## src/rtl/ddr_rd_pkg.sv

```systemverilog
package ddr_rd_pkg;
  localparam int BANK_W = 2;
  localparam int COL_W  = 10;
  localparam int BEAT_W = 3;                          // log2 of the largest burst
  localparam int DW     = 1 + BANK_W + COL_W + BEAT_W;
  localparam int PAIR_W = BEAT_W;                     // pair counter width

  typedef struct packed {
    logic          vld;
    logic [DW-1:0] d0;
    logic [DW-1:0] d1;
  } pair_t;

  function automatic logic [DW-1:0] beat_word(logic [BANK_W-1:0] bank,
                                              logic [COL_W-1:0]  col,
                                              logic [BEAT_W-1:0] beat);
    return {1'b1, bank, col, beat};
  endfunction

  // number of two-beat pairs per burst
  function automatic logic [PAIR_W-1:0] bl_pairs(logic [1:0] sel);
    case (sel)
      2'd0:    return PAIR_W'(1);
      2'd1:    return PAIR_W'(2);
      default: return PAIR_W'(4);
    endcase
  endfunction
endpackage

```

## src/rtl/ddr_rd_burst_ctl.sv

```systemverilog
module ddr_rd_burst_ctl
  import ddr_rd_pkg::*;
(
  input  logic              clk_i,
  input  logic              rst_ni,
  input  logic              cmd_valid_i,
  input  logic              cmd_pre_i,
  input  logic [BANK_W-1:0] cmd_bank_i,
  input  logic [COL_W-1:0]  cmd_col_i,
  input  logic [1:0]        cfg_bl_i,
  output pair_t             launch_o,
  output logic              err_o
);
  logic              act_q;
  logic [BANK_W-1:0] bank_q;
  logic [COL_W-1:0]  col_q;
  logic [PAIR_W-1:0] left_q, idx_q;
  logic [PAIR_W-1:0] pairs_total;
  logic rd, pr, same_bank, rd_hit, rd_go, pr_hit, pr_err;

  assign pairs_total = bl_pairs(cfg_bl_i);
  assign rd        = cmd_valid_i & ~cmd_pre_i;
  assign pr        = cmd_valid_i &  cmd_pre_i;
  assign same_bank = act_q & (cmd_bank_i == bank_q);
  assign rd_hit    = rd & same_bank;
  assign rd_go     = rd & ~same_bank;
  assign pr_hit    = pr & same_bank;
  assign pr_err    = pr & ~same_bank;

  always_ff @(posedge clk_i or negedge rst_ni) begin
    if (!rst_ni) begin
      act_q    <= 1'b0;
      bank_q   <= '0;
      col_q    <= '0;
      left_q   <= '0;
      idx_q    <= '0;
      launch_o <= '0;
      err_o    <= 1'b0;
    end else begin
      err_o <= rd_hit | pr_err;
      if (rd_go) begin
        bank_q       <= cmd_bank_i;
        col_q        <= cmd_col_i;
        idx_q        <= PAIR_W'(1);
        left_q       <= pairs_total - PAIR_W'(1);
        act_q        <= (pairs_total > PAIR_W'(1));
        launch_o.vld <= 1'b1;
        launch_o.d0  <= beat_word(cmd_bank_i, cmd_col_i, BEAT_W'(0));
        launch_o.d1  <= beat_word(cmd_bank_i, cmd_col_i, BEAT_W'(1));
      end else if (pr_hit) begin
        act_q    <= 1'b0;
        left_q   <= '0;
        launch_o <= '0;
      end else if (act_q) begin
        idx_q        <= idx_q + PAIR_W'(1);
        left_q       <= left_q - PAIR_W'(1);
        act_q        <= (left_q > PAIR_W'(1));
        launch_o.vld <= 1'b1;
        launch_o.d0  <= beat_word(bank_q, col_q, BEAT_W'({idx_q, 1'b0}));
        launch_o.d1  <= beat_word(bank_q, col_q, BEAT_W'({idx_q, 1'b1}));
      end else begin
        launch_o <= '0;
      end
    end
  end

  AST_PRE_STOPS_LAUNCH: assert property (@(posedge clk_i) disable iff (!rst_ni)
    pr_hit |=> !launch_o.vld);
  AST_READ_STARTS_AT_ZERO: assert property (@(posedge clk_i) disable iff (!rst_ni)
    rd_go |=> launch_o.vld && launch_o.d0[BEAT_W-1:0] == '0);
  AST_ERR_KEEPS_BANK: assert property (@(posedge clk_i) disable iff (!rst_ni)
    rd_hit |=> $stable(bank_q) && err_o);
  AST_LEFT_IN_RANGE: assert property (@(posedge clk_i) disable iff (!rst_ni)
    left_q < pairs_total);
endmodule

```

## src/rtl/ddr_rd_lat_pipe.sv

```systemverilog
module ddr_rd_lat_pipe
  import ddr_rd_pkg::*;
(
  input  logic          clk_i,
  input  logic          rst_ni,
  input  logic          cl_half_i,
  input  pair_t         launch_i,
  output logic [1:0]    dqs_en_o,
  output logic [DW-1:0] dq_rise_o,
  output logic [DW-1:0] dq_fall_o
);
  pair_t s1_q, s2_q;

  always_ff @(posedge clk_i or negedge rst_ni) begin
    if (!rst_ni) begin
      s1_q <= '0;
      s2_q <= '0;
    end else begin
      s1_q <= launch_i;
      s2_q <= s1_q;
    end
  end

  // latency 2.5: the first beat lands on the falling half, the second half-cycle later
  always_comb begin
    if (cl_half_i) begin
      dqs_en_o  = {s1_q.vld, s2_q.vld};
      dq_rise_o = s2_q.d1;
      dq_fall_o = s1_q.d0;
    end else begin
      dqs_en_o  = {s1_q.vld, s1_q.vld};
      dq_rise_o = s1_q.d0;
      dq_fall_o = s1_q.d1;
    end
  end

  AST_CL2_HALVES_PAIRED: assert property (@(posedge clk_i) disable iff (!rst_ni)
    !cl_half_i |-> dqs_en_o[0] == dqs_en_o[1]);
  AST_IDLE_RISE_ZERO: assert property (@(posedge clk_i) disable iff (!rst_ni)
    !dqs_en_o[0] |-> dq_rise_o == '0);
  AST_IDLE_FALL_ZERO: assert property (@(posedge clk_i) disable iff (!rst_ni)
    !dqs_en_o[1] |-> dq_fall_o == '0);
  AST_HALF_SHIFT_ORDER: assert property (@(posedge clk_i) disable iff (!rst_ni)
    (cl_half_i && dqs_en_o[0]) |-> $past(dqs_en_o[1]));
endmodule

```

## src/rtl/ddr_rd_sched.sv

```systemverilog
module ddr_rd_sched
  import ddr_rd_pkg::*;
(
  input  logic              clk_i,
  input  logic              rst_ni,
  input  logic              cmd_valid_i,
  input  logic              cmd_pre_i,
  input  logic [BANK_W-1:0] cmd_bank_i,
  input  logic [COL_W-1:0]  cmd_col_i,
  input  logic [1:0]        cfg_bl_i,
  input  logic              cl_half_i,
  output logic [1:0]        dqs_en_o,
  output logic [DW-1:0]     dq_rise_o,
  output logic [DW-1:0]     dq_fall_o,
  output logic              cmd_err_o
);
  pair_t launch;

  ddr_rd_burst_ctl u_ctl (
    .clk_i       (clk_i),
    .rst_ni      (rst_ni),
    .cmd_valid_i (cmd_valid_i),
    .cmd_pre_i   (cmd_pre_i),
    .cmd_bank_i  (cmd_bank_i),
    .cmd_col_i   (cmd_col_i),
    .cfg_bl_i    (cfg_bl_i),
    .launch_o    (launch),
    .err_o       (cmd_err_o)
  );

  ddr_rd_lat_pipe u_pipe (
    .clk_i     (clk_i),
    .rst_ni    (rst_ni),
    .cl_half_i (cl_half_i),
    .launch_i  (launch),
    .dqs_en_o  (dqs_en_o),
    .dq_rise_o (dq_rise_o),
    .dq_fall_o (dq_fall_o)
  );

  AST_RESET_QUIET: assert property (@(posedge clk_i)
    !rst_ni |-> dqs_en_o == 2'b00 && !cmd_err_o);
endmodule

```

## config.mk

```make
export PLATFORM = sky130hd
export DESIGN_NAME = ddr_rd_sched
export DESIGN_NICKNAME = d
export VERILOG_FILES = /design/src/rtl/ddr_rd_pkg.sv /design/src/rtl/ddr_rd_burst_ctl.sv /design/src/rtl/ddr_rd_lat_pipe.sv /design/src/rtl/ddr_rd_sched.sv
export SDC_FILE = /design/constraint.sdc
export NUM_CORES = 1
export LEC_CHECK = 0
export ABC_AREA = 1
export BUFFER_PORTS_ARGS = -buffer_cell sky130_fd_sc_hd__buf_2
export CORE_ASPECT_RATIO = 1.75
export CORE_MARGIN = 4
export CORE_UTILIZATION = 40
export DETAILED_ROUTE_END_ITERATION = 7
export GPL_TIMING_DRIVEN = 0
export PLACE_DENSITY = 0.57
export SLEW_MARGIN = 20
export SYNTH_ARGS = -nofsm -noshare
export SYNTH_HDL_FRONTEND = slang
export SYNTH_HIERARCHICAL = 1
export SYNTH_SLANG_ARGS = --single-unit
```

## constraint.sdc

```tcl
create_clock -name clk_i -period 1.7 [get_ports clk_i]
set_clock_uncertainty 0.05 [all_clocks]
set_input_delay 0.17 -clock clk_i [delete_from_list [all_inputs] [get_ports clk_i]]
set_output_delay 0.17 -clock clk_i [all_outputs]
set_load 0.02 [all_outputs]
```

# --- Word-level counts from Yosys, hierarchy flattened ---
# Index checks and enable logic that the tools add are counted.
word_totals:
  out_inout_bits: 35
  in_bits: 19
  register_bits: 103
  elab_cells: 52
op_classes:
  n_reduce_logical: 4
  n_lt_le_gt_ge: 2
  n_eq_ne: 3
  mux: 16
  add_sub_neg: 3
  bitwise: 10
op_table:
  columns: ["cell", "count"]
  rows:
  - ["33-bit two-way mux", 3]
  - ["16-bit two-way mux", 2]
  - ["3-bit two-way mux", 6]
  - ["1-bit AND", 7]
  - ["3-bit by 1-bit > comparator with 1-bit output (second input constant)", 2]
  - ["3-bit case mux with 2 select lines", 1]
  - ["3-bit by 1-bit subtractor with 3-bit output (second input constant)", 2]
  - ["1-bit two-way mux", 4]
  - ["3-bit by 1-bit adder with 3-bit output (second input constant)", 1]
  - ["3-bit nonzero test", 1]
  - ["2-bit by 1-bit equality test with 1-bit output (second input constant)", 1]
  - ["2-bit equality test", 1]
  - ["2-bit zero test", 1]
  - ["2-bit by 1-bit != test with 1-bit output (second input constant)", 1]
  - ["1-bit inverter", 2]
  - ["2-bit AND reduction", 1]
  - ["2-bit nonzero test", 1]
  - ["1-bit bitwise OR", 1]

# --- Logic depth before layout (Yosys ltp) ---
logic_depth:
  word_depth: 6
  mapped_depth: 9
  ltp_nobuf: 8

# --- Hierarchy ---
# The synthesis kept the hierarchy.
modules_own_cells:
  columns: ["mod", "n_inst", "area_each_um2", "seq_area_each_um2", "cells_each"]
  rows:
  - ["ddr_rd_lat_pipe", 1, 1734.2, 1251.2, 158]
  - ["ddr_rd_burst_ctl", 1, 1594.0, 850.8, 162]

# --- Worst setup path after synthesis ---
# No wires, ideal clock.
synth_timing:
  path_type: "flip-flop to flip-flop"
  startpoint: "register u_ctl.bank_q[0]"
  endpoint: "register u_ctl/launch_o[10] (netlist name)"
  setup_ns: 0.125
  arrival_time_ns: 1.050
  path_slack_ns: 0.475
  path_buffers: 1
  synth_period_minus_slack_ns: 1.225
  path_stages_with_launch: 8
  required_time_ns: 1.525
  cell_sequence: "dfrtp_1 inv_1 nand2_1 nand2_2 nand4_4 nand2_2 buf_6 o22ai_1"
synth_between:
  elab_chain_cells: 5
  word_cells_on_any_way: 7
  classes_between: "1 x eq/ne; 2 x mux; 4 x bitwise"
synth_rtl:
  columns: ["item", "line_no", "rtl"]
  rows:
  - ["start: declaration", "ddr_rd_burst_ctl.sv:15", "logic [BANK_W-1:0] bank_q;"]
  - ["start signal: assignment", "ddr_rd_burst_ctl.sv:42", "bank_q <= cmd_bank_i;"]
  - ["2-bit equality test (*)", "ddr_rd_burst_ctl.sv:24", "assign same_bank = act_q & (cmd_bank_i == bank_q);"]
  - ["1-bit AND (*)", "ddr_rd_burst_ctl.sv:24", null]
  - ["1-bit AND or 1-bit inverter (tied branches)", "ddr_rd_burst_ctl.sv:27, ddr_rd_burst_ctl.sv:26", null]
  - ["33-bit two-way mux or 1-bit AND (tied branches)", "ddr_rd_burst_ctl.sv:50, ddr_rd_burst_ctl.sv:26", null]
  - ["33-bit two-way mux (*)", "ddr_rd_burst_ctl.sv:41", "if (rd_go) begin"]
  - ["end: declaration", "ddr_rd_burst_ctl.sv:11", "output pair_t launch_o,"]
# Mark *: on every way between the ends. The rest lies on a longest branch, timed or not.
# A chain may end at the register's enable or synchronous reset.

# --- Worst setup path after layout ---
layout_timing:
  startpoint: "register u_ctl.bank_q[0]"
  endpoint: "register u_ctl/launch_o[11] (netlist name)"
# Same word-level chain as after synthesis.

==> flow_metrics.py <==
metrics = {
    "sta": {
        "holdWs_ns": 0.0631,
        "rsz0062_at_grt": "no",
        "period_share_pct": 83.7,
        "slew_viol_final": 0,
        "fmax_ghz": 0.703,
        "finalHoldViolCount": 0,
        "period_minus_slack_ns": 1.42,
        "worst_slack_ns": 0.278,
        "setup_violations": 0,
    },
    "route": {
        "drt_iter0_drc": 99,
        "first_pass_iters": 4,
        "drc": 0,
        "postRouteWirelength_mm": 6.13,
        "routedWlPerCell_um": 12.8,
        "routed-via-count": 2218,
        "ant_nets": 0,
        "avgViaCountPerCell": 4.64,
    },
    "critical_path": {
        "critPathMaxStageDelay_ns": 0.39,
        "path_buf_inv": 2,
        "crit_fanout": 10,
        "crit_path_end_kind": "flip-flop",
        "critPathRequiredTime_ns": 1.85,
        "crit_family": "simple AND/OR/NAND/NOR gates",
        "slowest_stage": "dfrtp_1",
        "cp-start-kind": "flip-flop",
        "crit_top_cell": "nand2_2",
        "path_class": "reg -> reg",
        "crit_chain": "inv_1 -> nand2_1 -> nand2_2 -> nand4_4 -> nand2_2 -> buf_6 -> o22ai_1",
        "arrival_ns": 1.58,
    },
    "synth": {
        "synth.net_count": 340,
        "postSynthCellCount": 320,
        "synth_top_area_share_pct": 63.2,
        "synth_top_family_by_area": "simple AND/OR/NAND/NOR gates",
        "ys.warnings.count": 6,
        "synth-compound-area-share_pct": 5.53,
        "synth_top_cell_by_area": "dfrtp_1",
        "async_flop_share_pct": 100,
        "synth_ff_type": "dfrtp_1",
        "synth_simple_gate_area_share_pct": 19.2,
        "synth_area_leaders": "dfrtp_1 (63%), nand2_1 (13%), buf_4 (5.2%)",
        "yosysUniqueCellTypes": 27,
        "synth_xor_area_share_pct": 0.526,
        "syn_area_mm2": 0.00333,
        "synth_edf_count": 0,
        "syn-mean-instance-area_um2": 10.4,
        "ys_seq_area_share_pct": 63.2,
        "synthAdderAreaFrac_pct": 0.376,
        "synthMuxAreaShare_pct": 0,
        "ys_ff_latch": 84,
    },
    "floorplanning": {
        "initial_core_util_pct": 41.5,
        "die_x_um": 77.0,
        "fp-row-count": 43,
        "die_h_um": 129,
        "core-area_mm2": 0.00802,
        "io_pins": 54,
        "design.die.area_mm2": 0.00990,
    },
    "clock_network": {
        "ctsHoldBuffers": 1,
        "clockBufferDepth": 2,
        "cts_max_level": 3,
        "cts_tree": "built",
        "clock-sinks": 84,
        "numCtsBuffers": 9,
        "cts_root_buffer": "clkbuf_16",
        "cts.reportedPaths.clkPinSlew_ns": 0.06,
        "clock_latency_ns": 0.33,
        "cts_setup_buffers": 0,
        "cts.repair.resized": 0,
    },
    "final_layout": {
        "seq_area_mm2": 0.00210,
        "final_layout_size_suffix_gt1_share_pct": 31.7,
        "syn_to_final_growth_pct": 21.6,
        "layout.nets": 405,
        "nFillCells": 751,
        "multi_input_area_um2": 857,
        "antenna_cells": 0,
        "final_common_cell": "nand2_1",
        "final_cell_mix": "nand2_1 (117), dfrtp_1 (84), buf_2 (52), buf_4 (24), inv_1 (19)",
    },
    "global_route": {
        "grt_pass1_vias": 2207,
        "grtUsageTotal_pct": 13.8,
        "grt_start_max_net_pins": 59,
        "overflow": 0,
        "grt_pass1_wl_mm": 10.5,
        "antenna_found_initial": 0,
    },
    "place": {
        "hpwl_mm": 4.30,
        "dp_slack_ns": 0.285,
        "io_buffers": 52,
        "gp_congestion": 0.720,
    },
    "run_status": {
        "status": "finished, final reports clean",
    },
    "power_and_ir_drop": {
        "leakage_nw": 2.25,
        "powerDensity_mw_per_mm2": 1430,
        "peakVddDrop_mv": 0.540,
    },
    "job": {
        "maxCapViolations": 0,
    },
    "hold_path": {
        "hold_path_class": "in -> reg",
    },
}
## worst reg2reg max path, cell delays in order (launching register included)
cell and delay, ns:
dfrtp_1 0.39, inv_1 0.06, nand2_1 0.05, nand2_2 0.10, nand4_4 0.18, nand2_2 0.19, buf_6 0.18, o22ai_1 0.10
## cells in the mapped netlist, types with 2 or more instances
library cell	instances
nor2_1	6
nand2_2	11
o22ai_1	11
nand3_1	3
nand2_1	117
buf_4	23
nand3_2	2
inv_2	4
a21oi_2	2
buf_6	7
nand2_4	2
o21ai_0	15
inv_1	19
xor2_1	2
dfrtp_1	84
## kinds of logic after synthesis
group	Yosys count
other cells	1
compound gates	31
buf+inv	56
xor+xnor	2
simple gates	145
fa+ha+maj	1
flops	84
## layout make-up
type	count	area share [%]
clock buffers	12	6.09
plain buffers	32	6.71
flip-flops and latches	84	51.9
clock inverters	2	1.48
multi-input cells	180	21.2
well taps	90	2.78
repair buffers	54	7.42
inverters	24	2.41
## power by group
part / switching [mW] / internal, mW
Combinational: 0.696 / 0.509
Sequential: 0.204 / 2.39
Clock: 0.694 / 1.31
## path summary, 6_finish.rpt
kind | startpoint | end | slack [ns] | depth (start not counted)
worst max-delay path | u_ctl/bank_q[0] | u_ctl/launch_o[11] | 0.28 | 7
worst max register to register | u_ctl/bank_q[0] | u_ctl/launch_o[11] | 0.28 | 7
worst min-delay path | cmd_col_i[7] | u_ctl/launch_o[10] | 0.06 | 3
min in group asynchronous | rst_ni | u_ctl/col_q[1] | 0.25 | 2
worst min register to register | u_ctl/launch_o[2] | u_pipe/s1_q[2] | 0.32 | 0
max in group asynchronous | rst_ni | u_pipe/s2_q[8] | 0.77 | 3
## flip-flops by register name (all words and copies together), names as in the netlist
signal,count
u_ctl/act_q,1
u_ctl/bank_q,2
u_ctl/col_q,10
u_ctl/err_o,1
u_ctl/idx_q,2
u_ctl/launch_o,15
u_ctl/left_q,3
u_pipe/s1_q,33
u_pipe/s2_q,17
## stage by stage
step                      total power, mW  area [um^2]  util (%)  setup TNS, ns  std cells
after floorplan                      3.47         3330         -              0        320
after global placement               3.80         3700      46.2         -20.86        462
after detailed placement             3.85         3730      46.5              0        463
after CTS                            5.88         4050      50.5              0        478
after global routing                 6.15         4050      50.5              0        478
final                                5.81         4050      50.5              0        478
## metal layers
layer	GRT usage (%)	wire length, um	vias up
li1	-	-	1104
met1	15.5	2480	1049
met2	23.9	3240	56
met3	3.15	285	9
met4	7.68	133	0
met5	0	0	-
No activity file was read; power rests on OpenSTA's default activity.
